--- config.mk ---
export PLATFORM = sky130hd
export DESIGN_NAME = panel_cmd_seq
export DESIGN_NICKNAME = d
export VERILOG_FILES = /design/src/rtl/panel_cmd_seq.sv
export SDC_FILE = /design/constraint.sdc
export NUM_CORES = 1
export LEC_CHECK = 0
export BUFFER_PORTS_ARGS = -buffer_cell sky130_fd_sc_hd__buf_2
export CORE_UTILIZATION = 50
export DETAILED_ROUTE_END_ITERATION = 7
export PLACE_DENSITY = 0.74
export SETUP_SLACK_MARGIN = 0.02
export SKIP_LAST_GASP = 1
export SYNTH_ARGS = -nofsm -noshare
export SYNTH_HDL_FRONTEND = slang
export SYNTH_SLANG_ARGS = --single-unit
--- constraint.sdc ---
create_clock -name clk -period 2.4 [get_ports clk]
set_input_delay 0.48 -clock clk [delete_from_list [all_inputs] [get_ports clk]]
set_output_delay 0.48 -clock clk [all_outputs]
set_load 0.005 [all_outputs]
--- src/rtl/panel_cmd_seq.sv ---
module panel_cmd_seq #(
  parameter int CLK_PER_MS  = 50000,
  parameter int STROBE_CLKS = 2
) (
  input  logic        clk,
  input  logic        rst_n,
  input  logic        cmd_valid,
  input  logic [15:0] cmd_word,
  output logic        cmd_ready,
  input  logic        vsync,
  output logic        bus_a0,
  output logic [7:0]  bus_dout,
  output logic        bus_oe,
  output logic        bus_wr_n,
  output logic        bus_rd_n,
  input  logic [7:0]  bus_din,
  output logic [10:0] rd_status,
  output logic        irq,
  input  logic        irq_clr
);
  localparam int PW = (CLK_PER_MS > 1) ? $clog2(CLK_PER_MS) : 1;
  localparam int SW = $clog2(STROBE_CLKS + 1);
  localparam logic [2:0] OP_RD  = 3'd0;
  localparam logic [2:0] OP_WR  = 3'd1;
  localparam logic [2:0] OP_VS  = 3'd3;
  localparam logic [2:0] OP_IRQ = 3'd5;
  localparam logic [2:0] OP_DLY = 3'd6;

  typedef enum logic [3:0] {
    S_IDLE, S_WSET, S_WSTB, S_WHLD, S_RSET, S_RSTB, S_RHLD, S_VS, S_DLY
  } st_t;

  st_t          st;
  logic [SW-1:0] cnt;
  logic [PW-1:0] pre;
  logic [7:0]   ms_left;
  logic         vs_q;

  wire [2:0] op  = cmd_word[11:9];
  wire       sel = cmd_word[8];
  wire [7:0] pay = cmd_word[7:0];
  logic unused_hi;
  assign unused_hi = ^cmd_word[15:12];

  assign cmd_ready = (st == S_IDLE);
  assign bus_wr_n  = (st != S_WSTB);
  assign bus_rd_n  = (st != S_RSTB);
  assign bus_oe    = (st == S_WSET) || (st == S_WSTB) || (st == S_WHLD);

  always_ff @(posedge clk or negedge rst_n) begin
    if (!rst_n) begin
      st        <= S_IDLE;
      cnt       <= '0;
      pre       <= '0;
      ms_left   <= '0;
      vs_q      <= 1'b0;
      bus_a0    <= 1'b0;
      bus_dout  <= '0;
      rd_status <= '0;
      irq       <= 1'b0;
    end else begin
      vs_q <= vsync;
      if (irq_clr) irq <= 1'b0;
      case (st)
        S_IDLE: if (cmd_valid) begin
          rd_status[10] <= 1'b0;
          case (op)
            OP_RD: begin
              bus_a0       <= sel;
              rd_status[9] <= 1'b0;
              st           <= S_RSET;
            end
            OP_WR: begin
              bus_a0   <= sel;
              bus_dout <= pay;
              st       <= S_WSET;
            end
            OP_VS:  st <= S_VS;
            OP_DLY: begin
              ms_left <= pay;
              pre     <= '0;
              st      <= S_DLY;
            end
            OP_IRQ: irq <= 1'b1;
            default: ;
          endcase
        end
        S_WSET: begin
          cnt <= '0;
          st  <= S_WSTB;
        end
        S_WSTB: begin
          if (cnt == SW'(STROBE_CLKS - 1)) st <= S_WHLD;
          else cnt <= cnt + 1'b1;
        end
        S_WHLD: st <= S_IDLE;
        S_RSET: begin
          cnt <= '0;
          st  <= S_RSTB;
        end
        S_RSTB: begin
          if (cnt == SW'(STROBE_CLKS - 1)) begin
            rd_status <= {1'b1, 1'b1, bus_a0, bus_din};
            st        <= S_RHLD;
          end else cnt <= cnt + 1'b1;
        end
        S_RHLD: st <= S_IDLE;
        S_VS: if (vsync && !vs_q) st <= S_IDLE;
        S_DLY: begin
          if (ms_left == 8'd0) st <= S_IDLE;
          else if (pre == PW'(CLK_PER_MS - 1)) begin
            pre     <= '0;
            ms_left <= ms_left - 8'd1;
          end else pre <= pre + 1'b1;
        end
        default: st <= S_IDLE;
      endcase
    end
  end
endmodule

==> results of run 1 <==
[layer usage]
metal | global-route usage (%) | routed length [µm] | part of all wire, %
met3 | 4.89 | 193 | 3.4
met1 | 28.1 | 2630 | 47
met2 | 33.2 | 2720 | 48
met5 | 0 | 0 | 0
met4 | 6.79 | 79 | 1.4
[layout make-up]
cell class	count	area, µm²
fillers	447	1950
clock inverters	3	46.3
flip-flops and latches	52	1300
repair buffers	65	365
inverters	15	56.3
multi-input cells	200	1300
clock buffers	5	68.8
well taps	70	87.6
[worst max-delay path, stage by stage, from the launching register on]
cell and delay [ps]:
dfrtp_1 420, or4b_1 580, nor4_4 320, buf_4 180, nor2_2 60, buf_4 180, o31ai_1 240, o21ai_0 120
[power breakdown]
group	switching [mW]	internal (mW)	total [mW]	leakage, nW
Clock	0.305	0.314	0.619	0.0548
Sequential	0.258	1.22	1.48	0.652
Combinational	0.612	0.643	1.25	0.765
Total	1.17	2.18	3.36	1.47
[cells by family after synthesis]
family,after synthesis,synth area share (%)
AOI/OAI and AO/OA,73,16.2
xor gates and xnor gates,1,0.323
adders and majority gates,4,1.85
buffers and inverters,29,4.01
DFF,52,48.0
muxes,20,8.31
and+or+nand+nor,102,21.4
[worst max path at each step]
stage / endpoint / slack [ps]
floorplan: ms_left[0] / 270
global placement: ms_left[6] / 230
detailed placement: ms_left[5] / 170
CTS: ms_left[5] / 150
global route: ms_left[4] / 20
finish: ms_left[5] / 180
[registers in the layout (all words and copies together), names as in the netlist, 2 cells and up]
signal and cells:
pre 16, ms_left 8, st 4, cnt 2, bus_dout 8, rd_status 11
[per-stage QoR]
step                      cell area (µm²)  util [%]  total power, mW  worst slack [ps]
after global placement               3110      60.2             2.69               234
final                                3230      62.4             3.36               176
after CTS                            3230      62.4             3.39               155
after global routing                 3230      62.4             3.62              23.4
after detailed placement             3110      60.2             2.76               173
after floorplan                      2710         -             2.28               271
[cell usage in the layout (no fill, tap or decap), types with 2 or more instances in the layout]
cell and n:
dfrtp_1 52, buf_2 49, o21ai_0 29, nor2_1 21, mux2_2 20, a21oi_1 18
buf_4 16, nand2_1 15, inv_1 15, or3_1 10, nand3_1 10, nor3_1 9
o31ai_1 6, clkbuf_8 5, nand2b_1 4, ha_1 4, nor4_1 3, nand3b_1 3
nor2b_1 3, or4_1 3, nand4_1 3, o22ai_1 2, or4b_2 2, and4_1 2
a31oi_1 2, a211oi_1 2, or2_2 2, nor3b_1 2, and2_1 2, a311oi_1 2
o41ai_1 2
==> results.txt, run 1 <==
Finished Layout Cells = 410
Avg Cell Area, Syn = 9.65 µm²
Global Route Usage Sum = 20.8%
Synth top area cells = dfrtp_1 (48%), mux2_2 (8.3%), o21ai_0 (5.4%)
Total CTS buffers = 5
Unrepaired setup endpoints after global routing = no
Startpoint types = flop
R2R depth = 7
Initial DRT Pass Iterations = 4
Post-route clock period utilization = 92.7%
Largest net degree at the start of global routing = 53
Register area share after synthesis = 48.0%
H-tree depth = 2
Rows = 26
Postcts setup bufs = 0
Final GP Congestion = 0.783
Drt via density = 5.68
Via count = 2327
Leakage power total = 1.47 nW
Drt drc = 0
CTS tree = built
Crit. End Element = flop
Hold_ws = 265 ps
Hold crit path type = input port to asynchronous set/reset pin
Crit path DAT = 2410 ps
PD cells = 1040 mW/mm²
Total grt overflow = 0
CP required = 2590 ps
Synth Cell Area = 0.00271 mm²
Setup violators final = 0
TNS Setup = 0 ps
Worst-margin pin slew = 619 ps
CTS Buffer Depth = 2
Yosys reg bits = 52
Area grow syn2layout = 19.0%
Slew Viols, Final = 0
Post-synth net total = 314
IO Pins = 54
CTS Hold Bufs = 0
Die Width = 75.6 µm
Clock latency on the worst-skew pair = 310 ps
Critical path class = flop to flop
CP max FO = 7
R2R Path End = ms_left[5]
Routed WL = 5620 µm
Achievable frequency = 0.450 GHz
Top-count cell post-synth = dfrtp_1
Port-buffer cells = 49
Nets = 372
First-pass GRT wire length = 8960 µm
Drt wl/cell = 13.7 µm
Synth cell types = 48
Endpoints failing hold = 0
Vias in the first global route = 2040
R2r setup slk = 180 ps
Core area = 0.00517 mm²
Root Driver = clkbuf_8
Tmin final = 2220 ps
Clk sinks = 52
Die Y = 75.6 µm
Ant. Diodes = 0
1st-iter DRT viols = 146
Synth Flop Type = dfrtp_1
Worst VDD drop = 505 µV
Syn. warnings = 0
Syn Inst Count = 281
Status = finished, final reports clean
Worst Setup SP = pre[11]
Initial antenna violation count = 0
Number of flops mapped to enable cells by yosys = 0
Dominant cell type by area after synthesis = dfrtp_1
Post-Place Cells = 402
PostCTS Resize Cnt = 0
Worst R2R Start = pre[11]
Top cell type's share of synthesized area = 48.0%
Synth top cells by count = dfrtp_1 (52), o21ai_0 (29), nor2_1 (21)
Starting Density = 52.4%
Worst-path clk slew = 100 ps
Layout cell share with drive strength beyond 1 = 29.7%
Max_slew headroom = 58.7%
Total die area = 0.00572 mm²
Async SR Flop Fraction = 100%
Clock Skews = 4.75 ps
Hpwl dp = 4060 µm
Max-Cap Viols = 0
Post-route ant nets = 0
No activity file was read; power rests on OpenSTA's default activity.
==> run 2, diff against run 1 <==
REMOVE_ABC_BUFFERS = 1   (was not set)
==> run 2 against run 1 <==
Net effect: sequential share of layout area fell by 0.063 points; worst setup slack got worse by 6.9 ps; cell area rose by 0.16%; sequential power hardly changed; die area stayed put; largest cell class unchanged; highest routed layer unchanged.
==> results.txt, run 2 (synthesized netlist as in run 1, its figures left out) <==
Setup violators final = 0 (unchanged)
Slew Viols, Final = 0 (unchanged)
Total die area = 0.00572 mm² (unchanged)
Via count = 2329 (+0.086%)
Nets = 371 (-0.27%)
Final GP Congestion = 0.809 (+3.3%)
Achievable frequency = 0.448 GHz (-0.31%)
CTS Hold Bufs = 0 (unchanged)
Hpwl dp = 4040 µm (-0.53%)
Leakage power total = 1.47 nW (about the same)
Worst path slowest cell = or4b_2
Clock Skews = 9.84 ps (+5.09 ps)
TNS Setup = 0 ps (unchanged)
Ant. Diodes = 0 (unchanged)
H-tree depth = 2 (unchanged)
Unrepaired setup endpoints after global routing = no
Max-Cap Viols = 0 (unchanged)
PostCTS Resize Cnt = 0 (unchanged)
Largest Register = pre
CTS Buffer Depth = 2 (unchanged)
Worst path max stage delay = 820 ps (+240 ps)
1st-iter DRT viols = 85 (-42%)
Max_slew headroom = 62.8% (+4.1 points)
Max FFs per register = 16 (unchanged)
Vias in the first global route = 2043 (+0.15%)
Largest net degree at the start of global routing = 31 (-42%)
Crit. End Element = flop
Drt via density = 5.69 (+0.33%)
CTS tree = built
Most common cell after layout, fill and taps aside = dfrtp_1
First-pass GRT wire length = 9020 µm (+0.61%)
Endpoints failing hold = 0 (unchanged)
IO Pins = 54 (unchanged)
Worst VDD drop = 599 µV (+19%)
Clk sinks = 52 (unchanged)
Fillers = 435 (-2.7%)
Worst-margin pin slew = 554 ps (-65.2 ps)
Drt drc = 0 (unchanged)
Rows = 26 (unchanged)
Wl on met1 = 2720 µm (+3.7%)
Post-Layout Inst Area = 0.00323 mm² (+0.16%)
Starting Density = 52.4% (unchanged)
Crit-path cells = or4b_2 > o21ai_1 > mux2_2
Post-route clock period utilization = 92.9% (+0.29 points)
PD cells = 1040 mW/mm² (-0.39%)
Clock latency on the worst-skew pair = 310 ps (about the same)
Total grt overflow = 0 (unchanged)
Crit path DAT = 2430 ps (+20 ps)
Hold crit path type = input port to asynchronous set/reset pin
CP required = 2600 ps (about the same)
Port-buffer cells = 49 (unchanged)
Drt wl/cell = 13.8 µm (+0.73%)
Root Driver = clkbuf_8
Max layer used = met4
CP max FO = 9 (+2)
WL met3 = 277 µm (+44%)
Post-route ant nets = 0 (unchanged)
R2r setup slk = 170 ps (about the same)
Layout cell share with drive strength beyond 1 = 29.5% (-0.21 points)
Startpoint types = flop
Area grow syn2layout = 19.2%
Die Y = 75.6 µm (unchanged)
Largest registers = pre (16), rd_status (11)
Global Route Usage Sum = 21.0% (+0.18 points)
Commonest non-fill, non-tap cells in the layout = dfrtp_1 (52), buf_2 (49), o21ai_0 (29)
Met2 WL post-DR = 2600 µm (-4.4%)
Postcts setup bufs = 0 (unchanged)
Worst-path clk slew = 100 ps (about the same)
Core area = 0.00517 mm² (unchanged)
Critical path class = flop to flop
Initial DRT Pass Iterations = 4 (unchanged)
Die Width = 75.6 µm (unchanged)
Status = finished, final reports clean
Initial antenna violation count = 0 (unchanged)
Routed WL = 5640 µm (+0.48%)
Tmin final = 2230 ps (+6.88 ps)
Total CTS buffers = 5 (unchanged)
Area after DPL = 0.00312 mm² (+0.16%)
==> run 2: changes by cell type in the layout (fill, tap and decap cells not counted) <==
cell	before	now
buf_12	0	1
buf_4	16	14
==> run 2: path summary, 6_finish.rpt <==
check / startpoint / end / cells past startpoint
setup / recovery: st[1] / ms_left[1] / 3
hold reg to reg: cnt[0] / cnt[0] / 1
setup reg to reg: st[1] / ms_left[1] / 3
max in group asynchronous: rst_n / ms_left[7] / 2
min in group clk: vsync / vs_q / 1
hold / removal: rst_n / vs_q / 1
==> run 2: area by class of cell <==
| type | instances | area, µm² | share of cell area (%) |
|---|---|---|---|
| clock buffers | 5 | 68.8 | 2.13 |
| inverters | 15 | 56.3 | 1.74 |
| multi-input cells | 200 | 1300 | 40.3 |
| clock inverters | 3 | 46.3 | 1.43 |
| flip-flops and latches | 52 | 1300 | 40.3 |
| repair buffers | 64 | 370 | 11.5 |
| well taps | 70 | 87.6 | 2.71 |
==> run 2: layer usage <==
metal,vias up,track usage [%]
li1,1138,-
met1,1115,26.8
met2,70,36.1
met3,6,4.37
met4,0,6.17
met5,-,0
==> run 2: report_power, final <==
part / switching (mW) / internal [mW] / total (mW)
sequential: 0.257 / 1.22 / 1.48
combinational: 0.598 / 0.655 / 1.25
clock: 0.299 / 0.314 / 0.614
total: 1.15 / 2.19 / 3.35
==> run 2: critical path: cells and delay by family (launching register included) <==
kind	cells	cell delay, ps
AOI/OAI and AO/OA	1	520
DFF	1	400
muxes	1	400
and+or+nand+nor	1	820
==> run 2: stage by stage <==
stage	cells	hold WS (ps)	util, %	power, mW	setup WS [ps]
after global placement	401	457	60.3	2.70	201
after global routing	409	173	62.5	3.63	65.8
after detailed placement	401	468	60.3	2.76	173
after CTS	409	155	62.5	3.38	154
after floorplan	267	184	-	2.26	51.6
final	409	140	62.5	3.35	169
==> run 3, diff against run 2 <==
CORE_UTILIZATION = 49   (was 50)
PLACE_DENSITY = 0.75   (was 0.74)
clock period = 2 ns   (was 2.4 ns; I/O delays follow)
==> run 3 against run 2 <==
Net effect: the run now ends with negative setup slack left; flip-flop and latch count is the same; die area grew 2.0%; sequential power grew 16%; register-to-register slack lost 200 ps; combinational power grew 54%; clock-buffer cell count is the same; cell area grew 9.6%; wire length grew 12%; clock power is essentially flat; via count grew 6.5%; sequential share of layout area shrank 3.5 points; non-clock buffer count grew 34.
==> results.txt, run 3 (synthesized netlist as in run 1, its figures left out) <==
Rows = 26 (unchanged)
Vias in the first global route = 2372 (+16%)
Largest net degree at the start of global routing = 32 (+3.2%)
Met2 Track Usage GR = 37.1% (+1.0 points)
PD cells = 1200 mW/mm² (+16%)
Achievable frequency = 0.493 GHz (+10%)
1st-iter DRT viols = 135 (+59%)
Ant. Diodes = 0 (unchanged)
R2r setup slk = -30 ps (-200 ps)
Clk sinks = 52 (unchanged)
First-pass GRT wire length = 10600 µm (+18%)
Core area = 0.00520 mm² (+0.63%)
Starting Density = 52.1% (-0.33 points)
Area grow syn2layout = 30.7%
Post-route ant nets = 0 (unchanged)
Total CTS buffers = 5 (unchanged)
CP required = 2240 ps (-360 ps)
Via count = 2481 (+6.5%)
Commonest non-fill, non-tap cells in the layout = dfrtp_1 (52), buf_2 (49), buf_4 (45)
Clock latency on the worst-skew pair = 310 ps (about the same)
Endpoints failing hold = 0 (unchanged)
Worst path max stage delay = 560 ps (-260 ps)
Setup slack after layout = -26.9 ps (-196 ps)
Routed WL = 6340 µm (+12%)
Startpoint types = flop
Crit-path cells = or3_1 > or4_4 > buf_6 > or3_1 > o21ai_1
Total die area = 0.00583 mm² (+2.0%)
Finished Layout Cells = 443 (+8.3%)
Layout cell share with drive strength beyond 1 = 39.7% (+10 points)
Tmin final = 2030 ps (-204 ps)
Root Driver = clkbuf_8
TNS Setup = -53.9 ps (-53.9 ps)
Slew Viols, Final = 0 (unchanged)
Leakage power total = 1.65 nW (+12%)
Fillers = 425 (-2.3%)
Worst-path clk slew = 90 ps (about the same)
Worst path slowest cell = or4_4
Critical path class = flop to flop
H-tree depth = 2 (unchanged)
Crit path DAT = 2260 ps (-170 ps)
CP max FO = 6 (-3)
Max_slew headroom = 65.1% (+2.3 points)
Met3 Use GR = 2.87% (-1.5 points)
Largest Register = pre
Drt via density = 5.60 (-1.6%)
Drt wl/cell = 14.3 µm (+3.7%)
GR Util met1 = 30.8% (+4.0 points)
IO Pins = 54 (unchanged)
Clock Skews = 6.83 ps (-3.01 ps)
Post-Place Cells = 429 (+7.0%)
Most common cell after layout, fill and taps aside = dfrtp_1
Final GP Congestion = 0.881 (+9.0%)
Worst-margin pin slew = 523 ps (-30.9 ps)
Post-route clock period utilization = 101% (+8.4 points)
DP Worst Slack = -125 ps (-298 ps)
Status = finished, violations left
Area after DPL = 0.00333 mm² (+6.7%)
Initial DRT Pass Iterations = 4 (unchanged)
Worst VDD drop = 671 µV (+12%)
Crit. End Element = flop
CTS tree = built
Hold crit path type = input port to asynchronous set/reset pin
Max FFs per register = 16 (unchanged)
Die Y = 76.4 µm (+0.98%)
Post-Layout Inst Area = 0.00354 mm² (+9.6%)
CTS Buffer Depth = 2 (unchanged)
Hpwl dp = 4490 µm (+11%)
Initial antenna violation count = 0 (unchanged)
Most used cell, CP = or3_1
Drt drc = 0 (unchanged)
Die Width = 76.4 µm (+0.98%)
Port-buffer cells = 49 (unchanged)
Unrepaired setup endpoints after global routing = yes
Most Used Layer, Global Route = met2
Nets = 405 (+9.2%)
Total grt overflow = 0 (unchanged)
Global Route Usage Sum = 22.4% (+1.4 points)
Largest registers = pre (16), rd_status (11)
Failing checks = negative setup slack
Setup violators final = 5 (+5)
Max-Cap Viols = 0 (unchanged)
==> run 3: cell count changes in the layout (fill, tap and decap cells not counted), sizes merged <==
cell / delta
buf: +34
bufinv: -1
clkinv: +1
clkinvlp: +1
inv: -1
==> run 3: path summary, 6_finish.rpt <==
path,from,end,cells after the start
max,st[1],pre[3],5
min,rst_n,vs_q,1
max reg2reg,st[1],pre[3],5
min reg2reg,cnt[0],cnt[0],1
max in group asynchronous,rst_n,pre[0],2
min in group clk,vsync,vs_q,1
==> run 3: worst max-delay path: cells and delay by family, from the launching register on <==
kind | cells | cell delay (ps)
buffers and inverters | 1 | 150
AOI/OAI and AO/OA | 1 | 90
and+or+nand+nor | 3 | 1310
DFF | 1 | 400
==> run 3: layout make-up <==
| type | instances | area [µm²] | share of cell area (%) |
|---|---|---|---|
| Clock inverter | 3 | 23.8 | 0.671 |
| Sequential cell | 52 | 1300 | 36.7 |
| Multi-Input combinational cell | 200 | 1370 | 38.6 |
| Clock buffer | 5 | 68.8 | 1.94 |
| Tap cell | 70 | 87.6 | 2.47 |
| Inverter | 15 | 56.3 | 1.59 |
| Timing Repair Buffer | 98 | 637 | 18.0 |
==> run 3: metal layers <==
layer	up-vias	wire length, µm
met4	0	78
met2	69	2990
met1	1192	3010
met5	-	0
met3	10	261
li1	1210	-
==> run 3: metrics by stage <==
stage,total power [mW],util [%],hold WS [ps]
floorplan,2.71,-,104
global placement,3.45,63.9,405
detailed placement,3.53,63.9,405
CTS,4.18,66.6,69.6
global route,4.58,68.1,89.7
finish,4.26,68.1,55.5
==> run 3: power breakdown <==
part           leakage (nW)  switching, mW  internal (mW)
Sequential            0.652          0.250           1.47
Clock                0.0404          0.364          0.248
Combinational         0.954          0.895           1.04
==> run 3: timing repair <==
| action | 4_1_cts | 5_1_grt |
|---|---|---|
| setup buffers | 2 | 3 |
| hold buffers | 0 | 0 |
| endpoints found under the setup margin | 23 | 34 |
| cloned | 1 | 0 |
| pin swaps | 3 | 2 |
| gates resized for setup | 15 | 18 |
